==> config.mk <==
export PLATFORM = sky130hd
export DESIGN_NAME = arpwm_timer
export DESIGN_NICKNAME = d
export VERILOG_FILES = /design/src/rtl/arpwm_timer.sv
export SDC_FILE = /design/constraint.sdc
export NUM_CORES = 1
export LEC_CHECK = 0
export BUFFER_PORTS_ARGS = -buffer_cell sky130_fd_sc_hd__buf_4
export CELL_PAD_IN_SITES_DETAIL_PLACEMENT = 2
export CELL_PAD_IN_SITES_GLOBAL_PLACEMENT = 2
export CORE_ASPECT_RATIO = 1.2
export CORE_MARGIN = 4
export CORE_UTILIZATION = 43
export CTS_BUF_LIST = sky130_fd_sc_hd__clkbuf_16
export CTS_CLUSTER_SIZE = 24
export DETAILED_ROUTE_END_ITERATION = 8
export GPL_TIMING_DRIVEN = 1
export PLACE_DENSITY = 0.92
export SETUP_SLACK_MARGIN = 0.5
export SLEW_MARGIN = 40
export SYNTH_ARGS = -nofsm -noshare
export SYNTH_HDL_FRONTEND = slang
export SYNTH_SLANG_ARGS = --single-unit
==> constraint.sdc <==
create_clock -name clk -period 3.7 [get_ports clk]
set_input_delay 0 -clock clk [delete_from_list [all_inputs] [get_ports clk]]
set_output_delay 0 -clock clk [all_outputs]
set_load 0.01 [all_outputs]
==> src/rtl/arpwm_timer.sv <==
module arpwm_timer #(
  parameter int CW = 32,
  parameter int NW = 3
) (
  input  logic          clk,
  input  logic          rst_n,
  input  logic          wr_en,
  input  logic [1:0]    wr_sel,
  input  logic [CW-1:0] wr_data,
  output logic          pwm_out,
  output logic          wr_err
);
  localparam logic [CW-1:0] TOP   = '1;
  localparam logic [CW-1:0] PRIME = TOP - 1'b1;
  localparam int PSW = 1 << NW;

  logic [CW-1:0]  cnt, ld, mt;
  logic           run, inv, pen, lvl, armed;
  logic [NW-1:0]  pn;
  logic [PSW-1:0] psc, mask;

  wire sel_ld = wr_en && (wr_sel == 2'd0);
  wire sel_mt = wr_en && (wr_sel == 2'd1);
  wire sel_ct = wr_en && (wr_sel == 2'd2);
  wire start  = sel_ct && wr_data[0] && !run;

  assign mask = {PSW{1'b1}} >> (PSW - 1 - int'(pn));
  wire tick = run && (!pen || ((psc & mask) == mask));

  assign pwm_out = run ? (lvl ^ inv) : inv;

  always_ff @(posedge clk or negedge rst_n) begin
    if (!rst_n) begin
      ld <= '0; mt <= '0; wr_err <= 1'b0;
      run <= 1'b0; inv <= 1'b0; pen <= 1'b0; pn <= '0;
    end else begin
      if (sel_ld && !run) ld <= wr_data;
      if (sel_mt && !run) mt <= wr_data;
      if ((sel_ld && run && wr_data != ld) || (sel_mt && run && wr_data != mt))
        wr_err <= 1'b1;
      if (sel_ct && !(run && wr_data[0])) begin
        run <= wr_data[0];
        inv <= wr_data[1];
        pen <= wr_data[2];
        pn  <= wr_data[3 +: NW];
      end
    end
  end

  always_ff @(posedge clk or negedge rst_n) begin
    if (!rst_n) begin
      cnt <= '0; lvl <= 1'b0; armed <= 1'b0; psc <= '0;
    end else if (start) begin
      cnt <= PRIME; lvl <= 1'b0; armed <= 1'b0; psc <= '0;
    end else if (run) begin
      psc <= psc + 1'b1;
      if (tick) begin
        if (cnt == TOP) begin
          cnt <= ld; lvl <= 1'b1; armed <= 1'b1;
        end else begin
          cnt <= cnt + 1'b1;
          if (armed && cnt == mt) lvl <= 1'b0;
        end
      end
    end
  end

  AST_PRIME_ON_START: assert property (@(posedge clk) disable iff (!rst_n)
    start |=> (cnt == PRIME && !lvl));
  AST_RELOAD_AT_TOP: assert property (@(posedge clk) disable iff (!rst_n)
    (tick && cnt == TOP) |=> (cnt == $past(ld) && lvl));
  AST_LOAD_LOCKED: assert property (@(posedge clk) disable iff (!rst_n)
    (sel_ld && run) |=> $stable(ld));
  AST_MATCH_LOCKED: assert property (@(posedge clk) disable iff (!rst_n)
    (sel_mt && run) |=> $stable(mt));
  AST_ERR_STICKY: assert property (@(posedge clk) disable iff (!rst_n)
    wr_err |=> wr_err);
  AST_HOLD_STOPPED: assert property (@(posedge clk) disable iff (!rst_n)
    (!run && !$past(run)) |-> $stable(cnt));
endmodule

* Word-level counts from Yosys, hierarchy flattened
Index checks and enable logic that the tools add are counted.
** Word-level totals
- Output and inout bits :: 2
- Logic and storage cells :: 68
- Input bits :: 37
- Register bits after elaboration :: 113
** Operators by class
- Bitwise operators :: 2
- Add/subtract/negate cells :: 3
- Reduce and logical (&&, ||, !) cells :: 28
- Shift-type cells :: 1
- Equality and inequality tests :: 7
- Mux-type cells :: 16
** Operators by type and width (number)
- $mux W32 :: 4
- $ne A32 B32 Y1 :: 2
- $add A32 B1 Y32 const B :: 1
- $eq A32 B32 Y1 :: 1
- $eq A32 B32 Y1 const B :: 1
- $shr A8 B32 Y8 const A :: 1
- $mux W8 :: 2
- $logic_and A1 B1 Y1 :: 15
- $mux W1 :: 10
- $add A8 B1 Y8 const B :: 1
- $and A8 B8 Y8 :: 1
- $eq A8 B8 Y1 :: 1
- $reduce_and A3 Y1 :: 2
- $reduce_bool A2 Y1 :: 3
- $sub A3 B3 Y4 const A :: 1
- $logic_not A1 Y1 :: 3
- $reduce_bool A3 Y1 :: 1
- $eq A2 B1 Y1 const B :: 1
- $eq A2 B2 Y1 const B :: 1
- $logic_not A2 Y1 :: 1
- $logic_or A1 B1 Y1 :: 2
- $reduce_and A2 Y1 :: 1
- $xor A1 B1 Y1 :: 1

* Logic depth before layout (Yosys ltp)
- Depth in word-level cells :: 9
- Gate-level depth with buffers :: 8
- Depth with buffers taken out :: 7

* Worst setup path before layout
OpenSTA, ideal clock, no wires.
- Path type :: reg-to-reg
- Start :: reg cnt[0]
- End :: reg cnt[10]
- Required time :: 3.623 ns
- Path slack :: 1.904 ns
- Path buffers :: 1
- Period minus slack after synthesis :: 1.796 ns
- Data arrival time :: 1.719 ns
- Cell stages (with the launch flop) :: 8
- Setup time :: 0.077 ns
- Path through :: dfrtp_1 -> ha_1 -> nand4_1 -> nor4_2 -> nand4_2 -> buf_2 -> a31o_2 -> a21oi_1
** Between the ends
- Cells in the longest elaborated chain, start to end :: 5
- Elaborated cells between the ends (all ways) :: 6
- Those cells by class :: add/sub: 1; eq/ne: 1; mux: 4
** RTL lines
- start, declared :: RTL line 17 : logic [CW-1:0] cnt, ld, mt;
- start signal, assigned :: RTL line 61 : cnt <= cnt + 1'b1;
- $add A32 B1 Y32 / $eq A32 B32 Y1 (equally long branches) :: RTL line 61, 58
- $mux W32 (*) :: RTL line 58 : if (cnt == TOP) begin
- $mux W32 (*) :: RTL line 57 : if (tick) begin
- $mux W32 (*) :: RTL line 55 : end else if (run) begin
- $mux W32 (*) :: RTL line 53 : end else if (start) begin
Mark *: on every way between the ends. The rest lies on a longest branch, timed or not. The select of a mux whose other input is x is not followed.
A chain may end at the register's enable or synchronous reset.

* Worst setup path after layout
- Start :: reg cnt[0]
- End :: reg cnt[3]
Same word-level chain as after synthesis.

==> out/results.ini <==
[sta]
final-hold-violation-count = 0
layout_worst_path_cycle_share = 0.856
min_period_ps = 3170
report.final.slew_viol_count = 0
tightestPinTransition_ps = 791
max_slew_margin = 0.468
timing.final.setup_violations = 0
skew_ps = 11.6
finalSetupTns_ps = 0
max_freq_mhz = 316
rsz_0062_raised_after_global_routing = false

[placement]
port_buffers = 38
dp_hpwl_um = 18300
place_congestion = 0.978
dp.cells = 848

[global_route]
grt_antenna_before_repair = 2
maximum_number_of_pins_on_one_net_before_global_route_repair = 49
grt_pass1_vias = 7109
global_route_wire_length_before_repair_um = 51300
globalRoute.totalOverflow = 0
grtUsageTotal = 0.422

[run_status]
status = complete, no violations

[power]
finalPower_w = 0.00605
clock_power_share = 0.322
ir_worst_vdd_v = 0.000611
powerDensity_nw_per_um2 = 759
p_seq_frac = 0.387
power_switching_share = 0.412
switchingPower_w = 0.00249
power.leakage_nw = 3.29
comb_power_share = 0.291
cell_internal_pwr_w = 0.00356

[yosys]
postSynth.topFlopCell = dfrtp_1
postSynthNetCount = 669
yosysWarnings = 0
syn_area_um2 = 6430
synth-edff-count = 0
yosysUniqueCellTypes = 46
synth_area_per_cell_um2 = 10.2
ys_seq_elements = 113
synthesis.instances = 630
asyncSetResetFlopFracSynth = 1.00
synth.yosys.seq_area_share = 0.440

[worst_setup_path]
cpMaxStageDelayCell = dfrtp_1
timing.critical_path.slowest_cell_delay_ps = 550
crit_path_max_fanout = 24
worst-path-buf-inv = 1
cp-start-kind = flip-flop
critical_path_arrival_ps = 3440
timing.critical_path.cells = ha_1 -> nand4_1 -> nor4_2 -> nand4_2 -> buf_4 -> nand2_1 -> o21ai_0 -> a2bb2oi_1
timing.reg2reg.setup_slack_ps = 530
critical_path.top_delay_family = simple AND/OR/NAND/NOR gates
required_ps = 3970
path_class = reg2reg
endpoint_kind = flip-flop

[cts]
clock_path_buffers = 2
clkSlewWorstSetupHoldPaths_ps = 60
number_of_h_tree_branching_levels = 4
cts_tree = yes
post_cts_buffers = 0
total_clock_sinks = 113
clock_tree.root_cell = clkbuf_16
cts_buffer_count = 17
worst_skew_pair.late_latency_ps = 440

[final_layout]
syn_to_final_growth_pct = 23.9
nets = 741
drive_gt1_frac = 0.229
fin_cells = 919

[route]
dr.pass1.iters = 5
first_iter_violations = 740
wl_per_cell_um = 38.1
drc_errors = 0
dr_total_vias = 6527
ant_nets = 0
routed_via_density = 7.10
totalWireLength_um = 35000

[die]
boundaryPins = 39
die_area_um2 = 17000
start_util = 0.443
die_height_um = 142
coreArea_um2 = 14500
floorplan.rows = 48
die_w_um = 120

[worst_hold_path]
min-delay-path-class = in2reg

[flow_run]
cap_viol_max_count = 0

## flip-flops by register name (all words and copies together), names as in the netlist
name	count
ld	32
wr_err	1
psc	8
pen	1
pn	3
armed	1
inv	1
mt	32
cnt	32
lvl	1
run	1
## worst register-to-register path, cell delays in order, from the launching register on
cell and delay (ps):
dfrtp_1 550, ha_1 360, nand4_1 330, nor4_2 490, nand4_2 190, buf_4 290
nand2_1 170, o21ai_0 130, a2bb2oi_1 490
## power by group through the flow
stage,Combinational [W],Sequential (W),Clock (W)
2_1_floorplan,0.00102,0.00195,0
3_3_place_gp,0.00133,0.00216,0
3_5_place_dp,0.00145,0.00222,0
4_1_cts,0.00159,0.00225,0.00194
5_1_grt,0.00181,0.00235,0.00201
6_report,0.00176,0.00234,0.00195
## per-layer routing
| metal | GRT usage | routed length [µm] |
|---|---|---|
| met1 | 0.473 | 12100 |
| met2 | 0.690 | 16400 |
| met3 | 0.120 | 3140 |
| met4 | 0.305 | 3430 |
| met5 | 0.00284 | 0 |
## logic make-up after synthesis
| family | synth area share |
|---|---|
| muxes | 0.127 |
| adders and majority gates | 0.00389 |
| AOI/OAI and AO/OA | 0.113 |
| buffers and inverters | 0.0263 |
| and+or+nand+nor | 0.158 |
| DFF | 0.440 |
| xor gates and xnor gates | 0.132 |
## synth_stat cells (15+ instances only)
cell type,number,area [µm²]
nand2_1,32,120
clkbuf_1,17,63.8
mux2_2,69,777
nand3_1,37,185
dfrtp_1,113,2830
nor2_1,20,75.1
xnor2_1,61,534
o21ai_0,41,205
buf_2,15,75.1
nand4_1,30,188
a21oi_1,55,275
xor2_1,36,315
## final cells by class
type                       instances  area [µm²]
antenna                            4        10.0
clock buffer                      17         425
clock inverter                    15         240
fill                            1433        6560
inverter                           6        22.5
multi-input combinational        478        3460
sequential                       113        2830
tap                              200         250
timing repair buffer              86         733
## path summary, 6_finish.rpt
path	cells past startpoint	to	start
worst min-delay path	4	run$_DFFE_PN0P_	wr_sel[0]
worst max-delay path	8	cnt[3]$_DFFE_PN0P_	cnt[0]$_DFFE_PN0P_
worst min register to register	1	psc[7]$_DFFE_PN0P_	psc[7]$_DFFE_PN0P_
worst max register to register	8	cnt[3]$_DFFE_PN0P_	cnt[0]$_DFFE_PN0P_
min in group asynchronous	2	psc[6]$_DFFE_PN0P_	rst_n
max in group asynchronous	3	ld[12]$_DFFE_PN0P_	rst_n
## stage by stage
step	hold slack [ps]	instance area [µm²]	utilization	setup slack, ps
floorplan	-296	6430	-	1900
global placement	39.9	6930	0.477	1370
detailed placement	66.3	6930	0.477	1110
CTS	0.516	7950	0.547	891
global route	87.5	7970	0.548	605
finish	96.5	7970	0.549	534
## placed cells by master, fill, tap and decap left out, types with 17 or more instances in the layout
| cell | instances |
|---|---|
| mux2_2 | 69 |
| clkbuf_16 | 17 |
| a21oi_1 | 55 |
| xor2_1 | 36 |
| o21ai_0 | 41 |
| xnor2_1 | 61 |
| buf_4 | 51 |
| dlygate4sd3_1 | 35 |
| nand2_1 | 32 |
| nand3_1 | 37 |
| nand4_1 | 30 |
| nor2_1 | 20 |
| dfrtp_1 | 113 |
## timing repair
item / CTS / global route
resized for setup: 0 / 1
hold buffers: 35 / 0
endpoints found under the hold margin: 117 / 0
endpoints found under the setup margin: 0 / 2
Note: power is estimated with default switching activity, not from simulation.
